### config.mk
export PLATFORM = sky130hd
export DESIGN_NAME = card_clk_sel
export DESIGN_NICKNAME = d
export VERILOG_FILES = /design/src/rtl/card_clk_sel_pkg.sv /design/src/rtl/csel_decode.sv /design/src/rtl/csel_phase.sv /design/src/rtl/csel_divider.sv /design/src/rtl/card_clk_sel.sv
export SDC_FILE = /design/constraint.sdc
export NUM_CORES = 1
export LEC_CHECK = 0
export CORE_MARGIN = 3
export CORE_UTILIZATION = 40
export CTS_CLUSTER_DIAMETER = 150
export DETAILED_ROUTE_END_ITERATION = 7
export PLACE_DENSITY = 0.63
export SLEW_MARGIN = 20
export SYNTH_ARGS = -nofsm -noshare
export SYNTH_HDL_FRONTEND = slang
export SYNTH_SLANG_ARGS = --single-unit
### constraint.sdc
create_clock -name clk -period 5 [get_ports clk]
set_clock_uncertainty 0.2 [all_clocks]
set_input_delay 0.5 -clock clk [delete_from_list [all_inputs] [get_ports clk]]
set_output_delay 0.5 -clock clk [all_outputs]
set_load 0.01 [all_outputs]
### src/rtl/card_clk_sel_pkg.sv
package card_clk_sel_pkg;
  typedef enum logic [2:0] {
    CFG_STROBE = 3'd0,
    CFG_RC_D2  = 3'd1,
    CFG_XT_D4  = 3'd2,
    CFG_XT_D2  = 3'd3,
    CFG_STOP   = 3'd4,
    CFG_SLEEP  = 3'd5
  } csel_cfg_e;

  localparam int NUM_SRC = 3;
  localparam int SRC_RC   = 0;
  localparam int SRC_XTAL = 1;
  localparam int SRC_SLOW = 2;
endpackage

### src/rtl/csel_decode.sv
module csel_decode
  import card_clk_sel_pkg::*;
(
  input  logic      run_mode,
  input  logic      src_ext,
  input  logic      div_a,
  input  logic      div_b,
  output csel_cfg_e cfg
);
  always_comb begin
    if (!run_mode)      cfg = CFG_SLEEP;
    else if (src_ext)   cfg = CFG_STROBE;
    else begin
      unique case ({div_a, div_b})
        2'b10:   cfg = CFG_RC_D2;
        2'b00:   cfg = CFG_XT_D4;
        2'b01:   cfg = CFG_XT_D2;
        default: cfg = CFG_STOP;
      endcase
    end
  end
endmodule

### src/rtl/csel_phase.sv
module csel_phase (
  input  logic clk,
  input  logic rst_n,
  input  logic tick,
  output logic level
);
  always_ff @(posedge clk or negedge rst_n) begin
    if (!rst_n)    level <= 1'b0;
    else if (tick) level <= ~level;
  end
endmodule

### src/rtl/csel_divider.sv
module csel_divider
  import card_clk_sel_pkg::*;
#(
  parameter int DIV_FAST = 2,
  parameter int DIV_SLOW = 4,
  localparam int CW = $clog2(DIV_SLOW) + 1
) (
  input  logic          clk,
  input  logic          rst_n,
  input  csel_cfg_e     cfg_q,
  input  logic          switching,
  input  logic          strobe_i,
  input  logic          rc_tick,
  input  logic          xtal_tick,
  output logic [CW-1:0] cnt,
  output logic          card_clk
);
  logic          tick_sel;
  logic [CW-1:0] limit;
  logic          dividing;

  always_comb begin
    dividing = 1'b1;
    tick_sel = xtal_tick;
    limit    = CW'(DIV_FAST);
    unique case (cfg_q)
      CFG_RC_D2: tick_sel = rc_tick;
      CFG_XT_D4: limit    = CW'(DIV_SLOW);
      CFG_XT_D2: ;
      default:   dividing = 1'b0;
    endcase
  end

  always_ff @(posedge clk or negedge rst_n) begin
    if (!rst_n) begin
      cnt      <= '0;
      card_clk <= 1'b0;
    end else if (switching) begin
      cnt      <= '0;
      card_clk <= 1'b0;
    end else if (cfg_q == CFG_STROBE) begin
      cnt      <= '0;
      card_clk <= strobe_i;
    end else if (!dividing) begin
      cnt      <= '0;
      card_clk <= 1'b0;
    end else if (tick_sel) begin
      if (cnt == limit - CW'(1)) begin
        cnt      <= '0;
        card_clk <= ~card_clk;
      end else begin
        cnt <= cnt + CW'(1);
      end
    end
  end
endmodule

### src/rtl/card_clk_sel.sv
module card_clk_sel
  import card_clk_sel_pkg::*;
#(
  parameter int DIV_FAST = 2,
  parameter int DIV_SLOW = 4,
  localparam int CW = $clog2(DIV_SLOW) + 1
) (
  input  logic clk,
  input  logic rst_n,
  input  logic strobe_i,
  input  logic rc_tick,
  input  logic xtal_tick,
  input  logic slow_tick,
  input  logic run_mode,
  input  logic ext_src,
  input  logic div_sel_a,
  input  logic div_sel_b,
  input  logic act_busy,
  output logic card_clk,
  output logic comp_clk
);
  logic              src_q;
  csel_cfg_e         cfg_req;
  csel_cfg_e         cfg_q;
  logic              switching;
  logic [CW-1:0]     div_cnt;
  logic [NUM_SRC-1:0] ticks;
  logic [NUM_SRC-1:0] levels;

  // source select frozen while activation busy
  always_ff @(posedge clk or negedge rst_n) begin
    if (!rst_n)         src_q <= 1'b0;
    else if (!act_busy) src_q <= ext_src;
  end

  csel_decode u_dec (
    .run_mode (run_mode),
    .src_ext  (src_q),
    .div_a    (div_sel_a),
    .div_b    (div_sel_b),
    .cfg      (cfg_req)
  );

  // selection applied only while card clock is LOW
  assign switching = (cfg_req != cfg_q) && !card_clk;

  always_ff @(posedge clk or negedge rst_n) begin
    if (!rst_n)         cfg_q <= CFG_STOP;
    else if (switching) cfg_q <= cfg_req;
  end

  assign ticks[SRC_RC]   = rc_tick;
  assign ticks[SRC_XTAL] = xtal_tick;
  assign ticks[SRC_SLOW] = slow_tick;

  for (genvar i = 0; i < NUM_SRC; i++) begin : g_phase
    csel_phase u_ph (
      .clk   (clk),
      .rst_n (rst_n),
      .tick  (ticks[i]),
      .level (levels[i])
    );
  end

  csel_divider #(.DIV_FAST(DIV_FAST), .DIV_SLOW(DIV_SLOW)) u_div (
    .clk       (clk),
    .rst_n     (rst_n),
    .cfg_q     (cfg_q),
    .switching (switching),
    .strobe_i  (strobe_i),
    .rc_tick   (rc_tick),
    .xtal_tick (xtal_tick),
    .cnt       (div_cnt),
    .card_clk  (card_clk)
  );

  always_ff @(posedge clk or negedge rst_n) begin
    if (!rst_n) comp_clk <= 1'b0;
    else begin
      unique case (cfg_q)
        CFG_STROBE: comp_clk <= 1'b0;
        CFG_RC_D2:  comp_clk <= levels[SRC_RC];
        CFG_SLEEP:  comp_clk <= levels[SRC_SLOW];
        default:    comp_clk <= levels[SRC_XTAL];
      endcase
    end
  end
endmodule

==> results of run 1 <==
## metal layers
metal / vias to the layer above / track usage / share of wire
li1: 289 / - / -
met1: 267 / 0.170 / 0.45
met2: 10 / 0.208 / 0.48
met3: 2 / 0.0550 / 0.057
met4: 0 / 0.0284 / 0.0093
met5: - / 0 / 0
## logic make-up after synthesis
kind of cell / after synthesis
simple gates: 21
compound gates: 20
flops: 12
buf+inv: 8
xor+xnor: 4
fa+ha+maj: 4
mux: 3
## where the power goes
group	leakage (nW)	total [mW]	internal (mW)	switching [mW]
Clock	0.0210	0.0773	0.0443	0.0331
Sequential	0.149	0.140	0.119	0.0209
Combinational	0.211	0.0804	0.0469	0.0335
Total	0.381	0.298	0.210	0.0875
## registers in the layout (all words and copies together) (netlist names)
signal and count:
u_div.cnt 3, u_div.card_clk 1, src_q 1, comp_clk 1, g_phase.u_ph.level 3, cfg_q 3
## path summary, 6_finish.rpt
check / startpoint / endpoint / slack, ns / depth (start not counted)
max in group asynchronous: rst_n / u_div.cnt[2] / 3.84 / 1
worst max register to register: cfg_q[0] / u_div.cnt[1] / 3.11 / 5
min in group asynchronous: rst_n / comp_clk / 0.38 / 1
worst min-delay path: g_phase[2].u_ph.level / g_phase[2].u_ph.level / 0.26 / 1
worst min register to register: g_phase[2].u_ph.level / g_phase[2].u_ph.level / 0.26 / 1
worst max-delay path: div_sel_b / u_div.cnt[1] / 2.84 / 8
## stage by stage
step,utilization,setup WS (ns)
CTS,0.565,2.83
detailed placement,0.543,2.53
global placement,0.543,2.60
global route,0.565,2.64
floorplan,-,3.19
finish,0.565,2.84
## layout make-up
class	instances	area (um2)
clock buffer	4	36.3
fill	150	708
inverter	6	22.5
multi-input combinational	52	410
sequential	12	302
tap	24	30.0
timing repair buffer	12	120
## cells in the final DEF (no fill, tap or decap), types with 3 or more instances in the layout
cell type,synthesis,routed
xor2_1,3,3
ha_1,4,4
dfrtp_1,11,11
mux2_2,3,3
inv_1,6,6
o21ai_0,3,3
nor2b_1,3,3
clkbuf_4,0,3
nor2_1,4,4
o21ai_1,3,3
a21oi_1,4,4
clkdlybuf4s50_1,0,12
==> flow_summary.json, run 1 <==
{
  "clock_sinks": 12,
  "crit_path_top_delay_cell": "clkdlybuf4s50_1",
  "powerDensity_nw_per_um2": 324,
  "cts_setup_buffers": 0,
  "status": "finished, final reports clean",
  "max-cap-violations": 0,
  "synth_enable_flop_cells": 0,
  "cp_cell_sequence": "clkdlybuf4s50_1 -> inv_1 -> ha_1 -> nor3_2 -> a311oi_1 -> o32ai_1 -> a21oi_2 -> nor2_1",
  "layout-area-overhead-vs-synth_pct": 23.3,
  "worst-endpoint-arrival_ns": 2.12,
  "dieWidth_um": 49.2,
  "ys_seq_area_frac": 0.404,
  "asyncSetResetFlopFracSynth": 1.00,
  "worst-endpoint-required_ns": 4.96,
  "finish.net_count": 102,
  "drv_slew": 0,
  "top_cell_family_by_delay_on_the_critical_path": "compound AO/OA/AOI/OAI gates",
  "worst_hold_path_type": "register to register",
  "yosys_warnings": 0,
  "numCtsBuffers": 3,
  "remaining_drc_errors": 0,
  "yosys.cell_count.top_type": "dfrtp_1",
  "insertedDiodeCount": 0,
  "setup-violations-final": 0,
  "type_of_element_capturing_the_critical_path": "register",
  "ios": 13,
  "synth_nets": 87,
  "synth_cell_type_count": 38,
  "tritoncts": "yes",
  "gr-total-overflow": 0,
  "drt-initial-drc-count": 4,
  "worstPathBufferInverterCount": 2,
  "grt_setup_unrepaired": "false",
  "timing.critical_path.fanout_max": 5,
  "worst-slew-pin-transition_ns": 0.567,
  "route.antenna.remaining_nets": 0,
  "placed_standard_cell_area_um2": 885,
  "timing_worst_setup_path_type": "input port to register",
  "clockBufferDepth": 2,
  "power_uw": 298,
  "first_global_vias": 540,
  "synthAdderAreaFrac": 0.0670,
  "post_cts.resized_instances": 0,
  "yosysTopAreaCellShare": 0.369,
  "dr_total_vias": 568,
  "peak_supply_drop_uv": 244,
  "hold-worst-slack_ns": 0.264,
  "portion_of_the_clock_cycle_consumed_by_the_worst_path_in_the_final_layout": 0.433,
  "die_footprint_um2": 2420,
  "number_of_antenna_violations_at_the_first_check_in_global_routing": 0,
  "longest_individual_stage_delay_on_the_worst_path_ns": 0.50,
  "synth_xor_xnor_area_share": 0.0469,
  "pin_count_of_the_biggest_net_entering_global_routing": 16,
  "synth.top_cells.by_count": "dfrtp_1 (11), inv_1 (6), a21oi_1 (4), ha_1 (4), nor2_1 (4)",
  "clock_tree.htree_level_count": 1,
  "fmaxAchievable_ghz": 0.462,
  "min_period_ns": 2.16,
  "core_area_um2": 1630,
  "ctsRootBufferMaster": "clkbuf_4",
  "finalWirelength_um": 1390,
  "synthesis.instances": 72,
  "compound_gate_fraction_of_synth_area": 0.189,
  "report.final.hold_viol_count": 0,
  "fraction_of_final_layout_cells_with_drive_strength_greater_than_1": 0.163,
  "postLayoutCellArea_um2": 921,
  "place.port_buffers": 12,
  "floorplan.rows": 14,
  "globalplace.congestion": 0.881,
  "netlist_top_cells_area": "dfrtp_1 (37%), ha_1 (6.7%), mux2_2 (4.5%), dfstp_2 (3.5%), xor2_1 (3.5%)",
  "drt-wirelength-per-cell_um": 12.7,
  "dieHeight_um": 49.2,
  "dp_hpwl_um": 1040,
  "hold_buffers": 0,
  "grt.total_usage": 0.133,
  "synth_area_per_cell_um2": 10.4,
  "clk_pin_slew_worst_paths_ns": 0.08,
  "detailedRoute.firstPassIterationCount": 6,
  "initial_utilization": 0.459,
  "detail_route.vias_per_cell": 5.16,
  "static-leakage-power_nw": 0.381,
  "multiplexer_share_of_the_synthesized_area": 0.0452,
  "final-instance-count-excl-fill": 110,
  "largest_family_of_logic_cells_by_synthesized_area": "simple AND/OR/NAND/NOR gates",
  "clk_latency_worst_skew_pair_ns": 0.27,
  "post_synthesis_simple_gate_area_fraction": 0.201,
  "synth_area_leader_cell": "dfrtp_1",
  "totalNegativeSetupSlack_ns": 0,
  "critical_path.startpoint_type": "input port",
  "synth.ff_latch_count": 12,
  "synth_flop_cell": "dfrtp_1",
  "max-slew-margin-rel": 0.621,
  "wire_length_of_the_first_global_routing_pass_um": 2520,
  "synthesis.area_um2": 747,
  "place_inst": 106
}
Note: power is estimated with default switching activity, not from simulation.
==> run 2, diff against run 1 <==
Clock period 5 ns to 2.2 ns, I/O delays scaled along.
==> flow_summary.json, run 2 (synthesized netlist as in run 1, its figures left out) <==
{
  "gr-total-overflow": 0,
  "drt-wirelength-per-cell_um": 12.7,
  "grt.total_usage": 0.135,
  "placed_standard_cell_area_um2": 892,
  "postLayoutCellArea_um2": 928,
  "report.final.hold_viol_count": 0,
  "initial_utilization": 0.459,
  "dp_hpwl_um": 1110,
  "dieHeight_um": 49.2,
  "post_cts.resized_instances": 0,
  "dr_total_vias": 571,
  "finish.net_count": 103,
  "critical_path.startpoint_type": "input port",
  "hold-worst-slack_ns": 0.0956,
  "clockBufferDepth": 2,
  "status": "finished, final reports clean",
  "detail_route.vias_per_cell": 5.14,
  "drt-initial-drc-count": 2,
  "m1WireLength_um": 668,
  "peak_supply_drop_uv": 485,
  "clk_pin_slew_worst_paths_ns": 0.08,
  "floorplan.rows": 14,
  "min_period_ns": 1.91,
  "clk_latency_worst_skew_pair_ns": 0.27,
  "dieWidth_um": 49.2,
  "timing.critical_path.fanout_max": 5,
  "worst-slew-pin-transition_ns": 0.540,
  "final_cell_mix": "clkdlybuf4s50_1 (12), dfrtp_1 (11), inv_1 (6)",
  "grt_setup_unrepaired": "false",
  "max-slew-margin-rel": 0.639,
  "die_footprint_um2": 2420,
  "fmaxAchievable_ghz": 0.525,
  "numCtsBuffers": 3,
  "finalWirelength_um": 1410,
  "top_regs": "cfg_q (3), g_phase.u_ph.level (3), u_div.cnt (3)",
  "insertedDiodeCount": 0,
  "met3RoutedLength_um": 93,
  "number_of_antenna_violations_at_the_first_check_in_global_routing": 0,
  "most_common_library_cell_in_the_layout_ignoring_fill_and_taps": "clkdlybuf4s50_1",
  "top_layer_used": "met3",
  "layout-area-overhead-vs-synth_pct": 24.3,
  "core_area_um2": 1630,
  "worst_hold_path_type": "input port to async pin",
  "tritoncts": "yes",
  "hold_buffers": 0,
  "max-cap-violations": 0,
  "route.antenna.remaining_nets": 0,
  "worst-endpoint-required_ns": 2.16,
  "setup-violations-final": 0,
  "drv_slew": 0,
  "remaining_drc_errors": 0,
  "globalplace.congestion": 0.862,
  "dr_wl_met2_um": 645,
  "place.port_buffers": 12,
  "ios": 13,
  "wire_length_of_the_first_global_routing_pass_um": 2480,
  "first_global_vias": 552,
  "ctsRootBufferMaster": "clkbuf_4",
  "clock_tree.htree_level_count": 1,
  "detailedRoute.firstPassIterationCount": 4,
  "cts_setup_buffers": 0,
  "pin_count_of_the_biggest_net_entering_global_routing": 13,
  "static-leakage-power_nw": 0.386,
  "clock_sinks": 12,
  "worst-endpoint-arrival_ns": 1.87,
  "portion_of_the_clock_cycle_consumed_by_the_worst_path_in_the_final_layout": 0.867,
  "fraction_of_final_layout_cells_with_drive_strength_greater_than_1": 0.172,
  "type_of_element_capturing_the_critical_path": "register",
  "powerDensity_nw_per_um2": 731,
  "timing_worst_setup_path_type": "input port to register"
}
==> run 2: changes by cell type in the layout (fill, tap and decap cells not counted) <==
cell / delta
buf_4: +1
==> run 2: final cells by class <==
| class | instances | area [um2] |
|---|---|---|
| clock buffer | 4 | 36.3 |
| multi-input combinational | 52 | 410 |
| fill | 143 | 701 |
| sequential | 12 | 302 |
| inverter | 6 | 22.5 |
| tap | 24 | 30.0 |
| timing repair buffer | 13 | 128 |
==> run 2: final timing paths <==
path,start,to,depth (start not counted),slack (ns)
max,div_sel_b,u_div.cnt[1],8,0.29
min,rst_n,cfg_q[1],1,0.1
max reg2reg,cfg_q[0],u_div.cnt[2],5,0.48
min reg2reg,g_phase[2].u_ph.level,g_phase[2].u_ph.level,1,0.26
max in group asynchronous,rst_n,cfg_q[2],1,1.34
min in group clk,g_phase[2].u_ph.level,g_phase[2].u_ph.level,1,0.26
==> run 2: critical path, cell delays in order <==
cell	delay, ns
clkdlybuf4s50_1	0.52
inv_1	0.06
ha_1	0.36
nor3_2	0.05
a311oi_1	0.25
o32ai_1	0.13
a21oi_2	0.22
nor2_1	0.07
==> run 2: routing by layer <==
metal | up-vias | GRT usage
met5 | - | 0
li1 | 292 | -
met3 | 0 | 0.0642
met1 | 265 | 0.171
met4 | 0 | 0.0284
met2 | 14 | 0.205
==> run 2: power by group <==
| part | internal (mW) | switching (mW) |
|---|---|---|
| logic | 0.109 | 0.0810 |
| registers | 0.271 | 0.0422 |
| clock network | 0.101 | 0.0743 |
==> run 2: metrics by stage <==
step	util	setup slack, ns	std cells	total power [mW]	setup TNS [ns]
5_1_grt	0.570	0.173	111	0.726	0
4_1_cts	0.570	0.296	111	0.691	0
3_3_place_gp	0.548	0.0819	107	0.509	0
6_report	0.570	0.294	111	0.679	0
2_1_floorplan	-	0.614	72	0.438	0
3_5_place_dp	0.548	-0.00508	107	0.510	-0.00652
